File: src/rtl/wht_pkg.sv
`timescale 1ns/1ps
package wht_pkg;

  // Source lane feeding destination lane `dst` under the perfect shuffle.
  // Lane i moves to (i mod 2)*lanes/2 + i/2.
  function automatic int shuf_src(input int dst, input int lanes);
    if (dst < lanes / 2) return 2 * dst;
    else                 return 2 * (dst - lanes / 2) + 1;
  endfunction

endpackage

File: src/rtl/wht_stage.sv
`timescale 1ns/1ps
module wht_stage #(
  parameter int LANES = 8,
  parameter int W     = 11
) (
  input  logic [LANES*W-1:0] d,
  output logic [LANES*W-1:0] q
);
  localparam int PAIRS = LANES / 2;

  for (genvar p = 0; p < PAIRS; p++) begin : g_bfly
    localparam int SRC_A = wht_pkg::shuf_src(2 * p, LANES);
    localparam int SRC_B = wht_pkg::shuf_src(2 * p + 1, LANES);
    logic signed [W-1:0] a, b;
    assign a = d[SRC_A*W +: W];
    assign b = d[SRC_B*W +: W];
    assign q[(2*p)*W +: W]   = a + b;
    assign q[(2*p+1)*W +: W] = a - b;
  end
endmodule

File: src/rtl/wht_chain.sv
`timescale 1ns/1ps
module wht_chain #(
  parameter int LANES = 8,
  parameter int W     = 11,
  parameter int DEPTH = 1
) (
  input  logic [LANES*W-1:0] d,
  output logic [LANES*W-1:0] q
);
  logic [LANES*W-1:0] link [DEPTH+1];

  assign link[0] = d;
  for (genvar s = 0; s < DEPTH; s++) begin : g_stage
    wht_stage #(.LANES(LANES), .W(W)) u_stage (
      .d(link[s]),
      .q(link[s+1])
    );
  end
  assign q = link[DEPTH];
endmodule

File: src/rtl/wht_pass_ctrl.sv
`timescale 1ns/1ps
module wht_pass_ctrl #(
  parameter int FOLD = 3
) (
  input  logic clk,
  input  logic rst_n,
  input  logic in_valid,
  output logic in_ready,
  output logic load,
  output logic step,
  output logic last
);
  localparam int CW = (FOLD > 1) ? $clog2(FOLD) : 1;
  localparam logic [CW-1:0] LAST_CNT = CW'(FOLD - 1);

  logic          busy_q, busy_d;
  logic [CW-1:0] cnt_q, cnt_d;

  assign in_ready = !busy_q;
  assign load     = in_valid && !busy_q;
  assign step     = busy_q;
  assign last     = busy_q && (cnt_q == LAST_CNT);

  always_comb begin
    busy_d = busy_q;
    cnt_d  = cnt_q;
    if (load) begin
      busy_d = 1'b1;
      cnt_d  = '0;
    end else if (last) begin
      busy_d = 1'b0;
      cnt_d  = '0;
    end else if (step) begin
      cnt_d  = cnt_q + 1'b1;
    end
  end

  always_ff @(posedge clk or negedge rst_n) begin
    if (!rst_n) begin
      busy_q <= 1'b0;
      cnt_q  <= '0;
    end else begin
      busy_q <= busy_d;
      cnt_q  <= cnt_d;
    end
  end
endmodule

File: src/rtl/wht_fold_engine.sv
`timescale 1ns/1ps
module wht_fold_engine #(
  parameter int LOG_N = 6,
  parameter int IN_W  = 8,
  parameter int FOLD  = 6,
  localparam int N     = 1 << LOG_N,
  localparam int OUT_W = IN_W + LOG_N
) (
  input  logic               clk,
  input  logic               rst_n,
  input  logic               in_valid,
  output logic               in_ready,
  input  logic [N*IN_W-1:0]  in_data,
  output logic               out_valid,
  output logic [N*OUT_W-1:0] out_data
);
  localparam int DEPTH = LOG_N / FOLD;

  logic               load, step, last;
  logic [N*OUT_W-1:0] work_q, work_d, chain_q, ext_in, res_q;
  logic               work_en;
  logic               vld_q;

  wht_pass_ctrl #(.FOLD(FOLD)) u_ctrl (
    .clk     (clk),
    .rst_n   (rst_n),
    .in_valid(in_valid),
    .in_ready(in_ready),
    .load    (load),
    .step    (step),
    .last    (last)
  );

  for (genvar i = 0; i < N; i++) begin : g_ext
    assign ext_in[i*OUT_W +: OUT_W] =
      {{LOG_N{in_data[i*IN_W + IN_W - 1]}}, in_data[i*IN_W +: IN_W]};
  end

  wht_chain #(.LANES(N), .W(OUT_W), .DEPTH(DEPTH)) u_chain (
    .d(work_q),
    .q(chain_q)
  );

  assign work_en = load || step;

  always_comb begin
    work_d = chain_q;
    if (load) work_d = ext_in;
  end

  always_ff @(posedge clk or negedge rst_n) begin
    if (!rst_n) begin
      work_q <= '0;
    end else if (work_en) begin
      work_q <= work_d;
    end
  end

  always_ff @(posedge clk or negedge rst_n) begin
    if (!rst_n) begin
      res_q <= '0;
    end else if (last) begin
      res_q <= chain_q;
    end
  end

  always_ff @(posedge clk or negedge rst_n) begin
    if (!rst_n) vld_q <= 1'b0;
    else        vld_q <= last;
  end

  assign out_valid = vld_q;
  assign out_data  = res_q;
endmodule

File: config.mk
export PLATFORM = sky130hd
export DESIGN_NAME = wht_fold_engine
export DESIGN_NICKNAME = d
export VERILOG_FILES = /design/src/rtl/wht_pkg.sv /design/src/rtl/wht_stage.sv /design/src/rtl/wht_chain.sv /design/src/rtl/wht_pass_ctrl.sv /design/src/rtl/wht_fold_engine.sv
export SDC_FILE = /design/constraint.sdc
export NUM_CORES = 2
export LEC_CHECK = 0
export ABC_AREA = 0
export BUFFER_PORTS_ARGS = -buffer_cell sky130_fd_sc_hd__clkbuf_2
export CELL_PAD_IN_SITES_DETAIL_PLACEMENT = 1
export CELL_PAD_IN_SITES_GLOBAL_PLACEMENT = 2
export CORE_MARGIN = 5
export CORE_UTILIZATION = 36
export CTS_CLUSTER_DIAMETER = 30
export DETAILED_ROUTE_END_ITERATION = 10
export GPL_TIMING_DRIVEN = 0
export PLACE_DENSITY = 0.8
export REMOVE_ABC_BUFFERS = 1
export SLEW_MARGIN = 10
export SYNTH_ARGS = -nofsm -noshare
export SYNTH_HDL_FRONTEND = slang
export SYNTH_SLANG_ARGS = --single-unit
export TNS_END_PERCENT = 50
File: constraint.sdc
create_clock -name clk -period 2.9 [get_ports clk]
set_input_delay 0.87 -clock clk [delete_from_list [all_inputs] [get_ports clk]]
set_output_delay 0.87 -clock clk [all_outputs]
set_load 0.02 [all_outputs]
==> results.yml <==
floorplan:
  fp.dieArea_um2: 311000
  row_count: 201
  die_width_um: 558
  initial_utilization: 0.361
  core_area_um2: 300000
  die_height_um: 558
  io_pins: 1413
yosys:
  synthesized_area_fraction_occupied_by_ao_oa_aoi_and_oai_cells: 0.207
  synth_adder_area_share: 0.108
  post_synth_mux_area_share: 0.0148
  synth_top_flop_cell: "dfrtp_1"
  post_synth_inst_count: 12700
  leading_post_synthesis_cells_by_instance_count: "1,765 x dfrtp_1, 1,721 x nand2_1, 1,557 x o21ai_0"
  yosysWarningCount: 0
  ys_top_cells_by_area: "dfrtp_1 41%, ha_1 9.7%, o21ai_0 7.2%"
  synthDominantAreaCellType: "dfrtp_1"
  post_synth_and_or_nand_nor_area_fraction: 0.135
  number_of_enable_flip_flop_cells_after_synthesis: 0
  synth_top_area_share: 0.408
  syn-cell-area_um2: 108000
  ys_seq_area_frac: 0.408
  synth_xor_area_frac: 0.0611
  post_synth.cell_area_avg_um2: 8.53
  yosysUniqueCellTypes: 86
  synth_seq_cells: 1765
  dominant_combinational_cell_family_by_area_after_synthesis: "compound AO/OA/AOI/OAI gates"
  async_flop_share: 1.00
  synth_most_common_cell: "dfrtp_1"
flow_run:
  timing.max_cap.violations: 0
clock_tree:
  number_of_buffers_created_by_cts: 523
  cts_max_path_buffers: 4
  clk_pin_slew_worst_setup_hold_paths_ns: 0.04
  cts_tree: "yes"
  clkLatencyLatePin_ns: 0.99
  clock_tree.htree_level_count: 6
  root_buffer: "clkbuf_16"
  cts_sinks: 1765
final_layout:
  finalNonFillerCells: 18400
  areaGrowthSynthToFinish_pct: 31.7
  fill_cells: 34200
  fin_nets: 15400
  final_layout_size_suffix_gt1_frac: 0.210
critical_path:
  cp_num_buf_inv: 5
  timing.critical_path.slowest_stage_cell: "dfrtp_4"
  crit_path_frequent_cell: "buf_16"
  critical_path_class: "flop to primary output"
  timing.critical_path.fanout_max: 3
  path_cells: "buf_16, inv_16, buf_16, buf_16, buf_8"
  critical_path_start_type: "flop"
  critical_path.endpoint_type: "primary output"
  critPathArrivalTime_ns: 2.09
  cpLargestDelayFamily: "buffers and inverters"
  worst_path_largest_cell_delay_ns: 0.50
  worstPathRequired_ns: 2.03
detailed_routing:
  post-route-drc-count: 0
  iteration_0_drc_markers: 6858
  vias: 101000
  antenna_left: 0
  vias_per_cell: 5.46
  first_pass_iters: 6
  routed_wire_per_std_cell_um: 29.1
  finalWirelength_mm: 536
grt:
  number_of_antenna_violations_at_the_first_check_in_global_routing: 99
  grt_pass1_vias: 106000
  grt_overflow_total: 0
  groute.usage.overall: 0.329
  grt_max_degree: 127
  grt_pass1_wl_mm: 752
timing:
  post-route-period-util: 1.02
  clock-skew-final_ns: 0.0565
  final_hold_viol_count: 0
  timing.setup.tns_ns: -0.132
  max_slew_margin: 0.141
  period_minus_slack_ns: 2.96
  worst-slew-pin-transition_ns: 1.28
  whs_ns: 0.165
  finalSetupViolCount: 3
  max_freq_mhz: 338
  setup_repair_after_global_routing_missed_its_margin: "yes"
  final_critical_path_setup_slack_ns: -0.0581
  maxSlewViolCount: 0
placed_design:
  dpl.hpwl_mm: 410
  dp_cells: 17300
  port-buffer-count: 1412
  gpl.final_weighted_congestion: 0.941
outcome:
  violated_checks: "setup timing"
  run_status: "complete, but fails checks"
min_path:
  hold_path_class: "primary input to flop"
[tightest hold or removal path, stage by stage]
cell and delay [ns]:
clkbuf_2 0.08, a211oi_1 0.06, a21oi_1 0.10
[final timing paths]
path / start / endpoint / slack, ns / depth (start not counted)
worst max-delay path: u_ctrl.step$_DFFE_PN0P_ / in_ready / -0.06 / 5
worst min-delay path: in_data[99] / work_q[171]$_DFFE_PN0P_ / 0.16 / 3
worst max register to register: work_q[420]$_DFFE_PN0P_ / out_data[208]$_DFFE_PN0P_ / -0.04 / 11
worst min register to register: out_data[360]$_DFFE_PN0P_ / out_data[360]$_DFFE_PN0P_ / 0.46 / 2
max in group asynchronous: rst_n / work_q[310]$_DFFE_PN0P_ / 0.30 / 7
min in group asynchronous: rst_n / out_data[693]$_DFFE_PN0P_ / 0.58 / 3
[flip-flops by register name (all words and copies together), names as in the netlist]
name	cells
u_ctrl.step	1
out_valid	1
work_q	896
u_ctrl.cnt_q	3
out_data	864
[cells by family (layout without fill, tap and decap cells)]
family / Yosys count / in the layout
AO/OA/AOI/OAI: 3852 / 3852
other: 0 / 49
buffers and inverters: 1832 / 3599
flip-flops: 1765 / 1765
adder cells (fa/ha/maj): 898 / 898
XOR/XNOR: 754 / 754
multiplexers: 160 / 160
AND/OR/NAND/NOR: 3411 / 3412
[layer usage]
metal,global-route usage,part of all wire
met5,0,0.00042
met3,0.0847,0.071
met4,0.186,0.062
met2,0.521,0.45
met1,0.408,0.41
[placed cells by master (no fill, tap or decap), drive strengths merged, types with 49 or more instances in the layout]
master	n
xnor2	541
nand3	73
a31oi	63
clkinv	136
fa	64
nor2b	259
nor2	931
clkbuf	2112
a211oi	188
o21ai	1638
dfrtp	1765
inv	1072
o31ai	55
o21bai	96
buf	187
a21o	106
o21a	75
xor2	213
nand2b	136
nand2	1721
mux2i	160
o211a	135
nor3	103
a21oi	1225
diode	49
ha	834
bufinv	66
[cell type report]
| class | instances | area [um^2] | share of cell area |
|---|---|---|---|
| tap | 3958 | 4950 | 0.0348 |
| antenna | 49 | 123 | 0.000861 |
| timing repair inverter | 2 | 17.5 | 0.000123 |
| inverter | 1046 | 3960 | 0.0278 |
| clock inverter | 243 | 3730 | 0.0262 |
| multi-input combinational | 9076 | 60000 | 0.421 |
| sequential | 1765 | 44200 | 0.311 |
| timing repair buffer | 1614 | 10700 | 0.0751 |
| clock buffer | 694 | 14700 | 0.103 |
[metrics by stage]
step | util | instance area, um^2 | setup slack (ns)
final | 0.476 | 142000 | -0.0581
after global routing | 0.475 | 142000 | -0.144
after CTS | 0.469 | 140000 | -0.342
after detailed placement | 0.399 | 119000 | -1.24
after global placement | 0.391 | 117000 | -245.41
after floorplan | - | 105000 | -112.06
[timing repair]
item	CTS	global route
endpoints found under the hold margin	57	0
endpoints found under the setup margin	463	505
hold buffers	5	0
gates cloned	10	7
pin swaps	70	112
gates resized for setup	320	294
buffers inserted	50	47
Power is left out: the tool's default activity adds up to more than one toggle a clock period on the data nets, which glitch-free logic cannot reach.
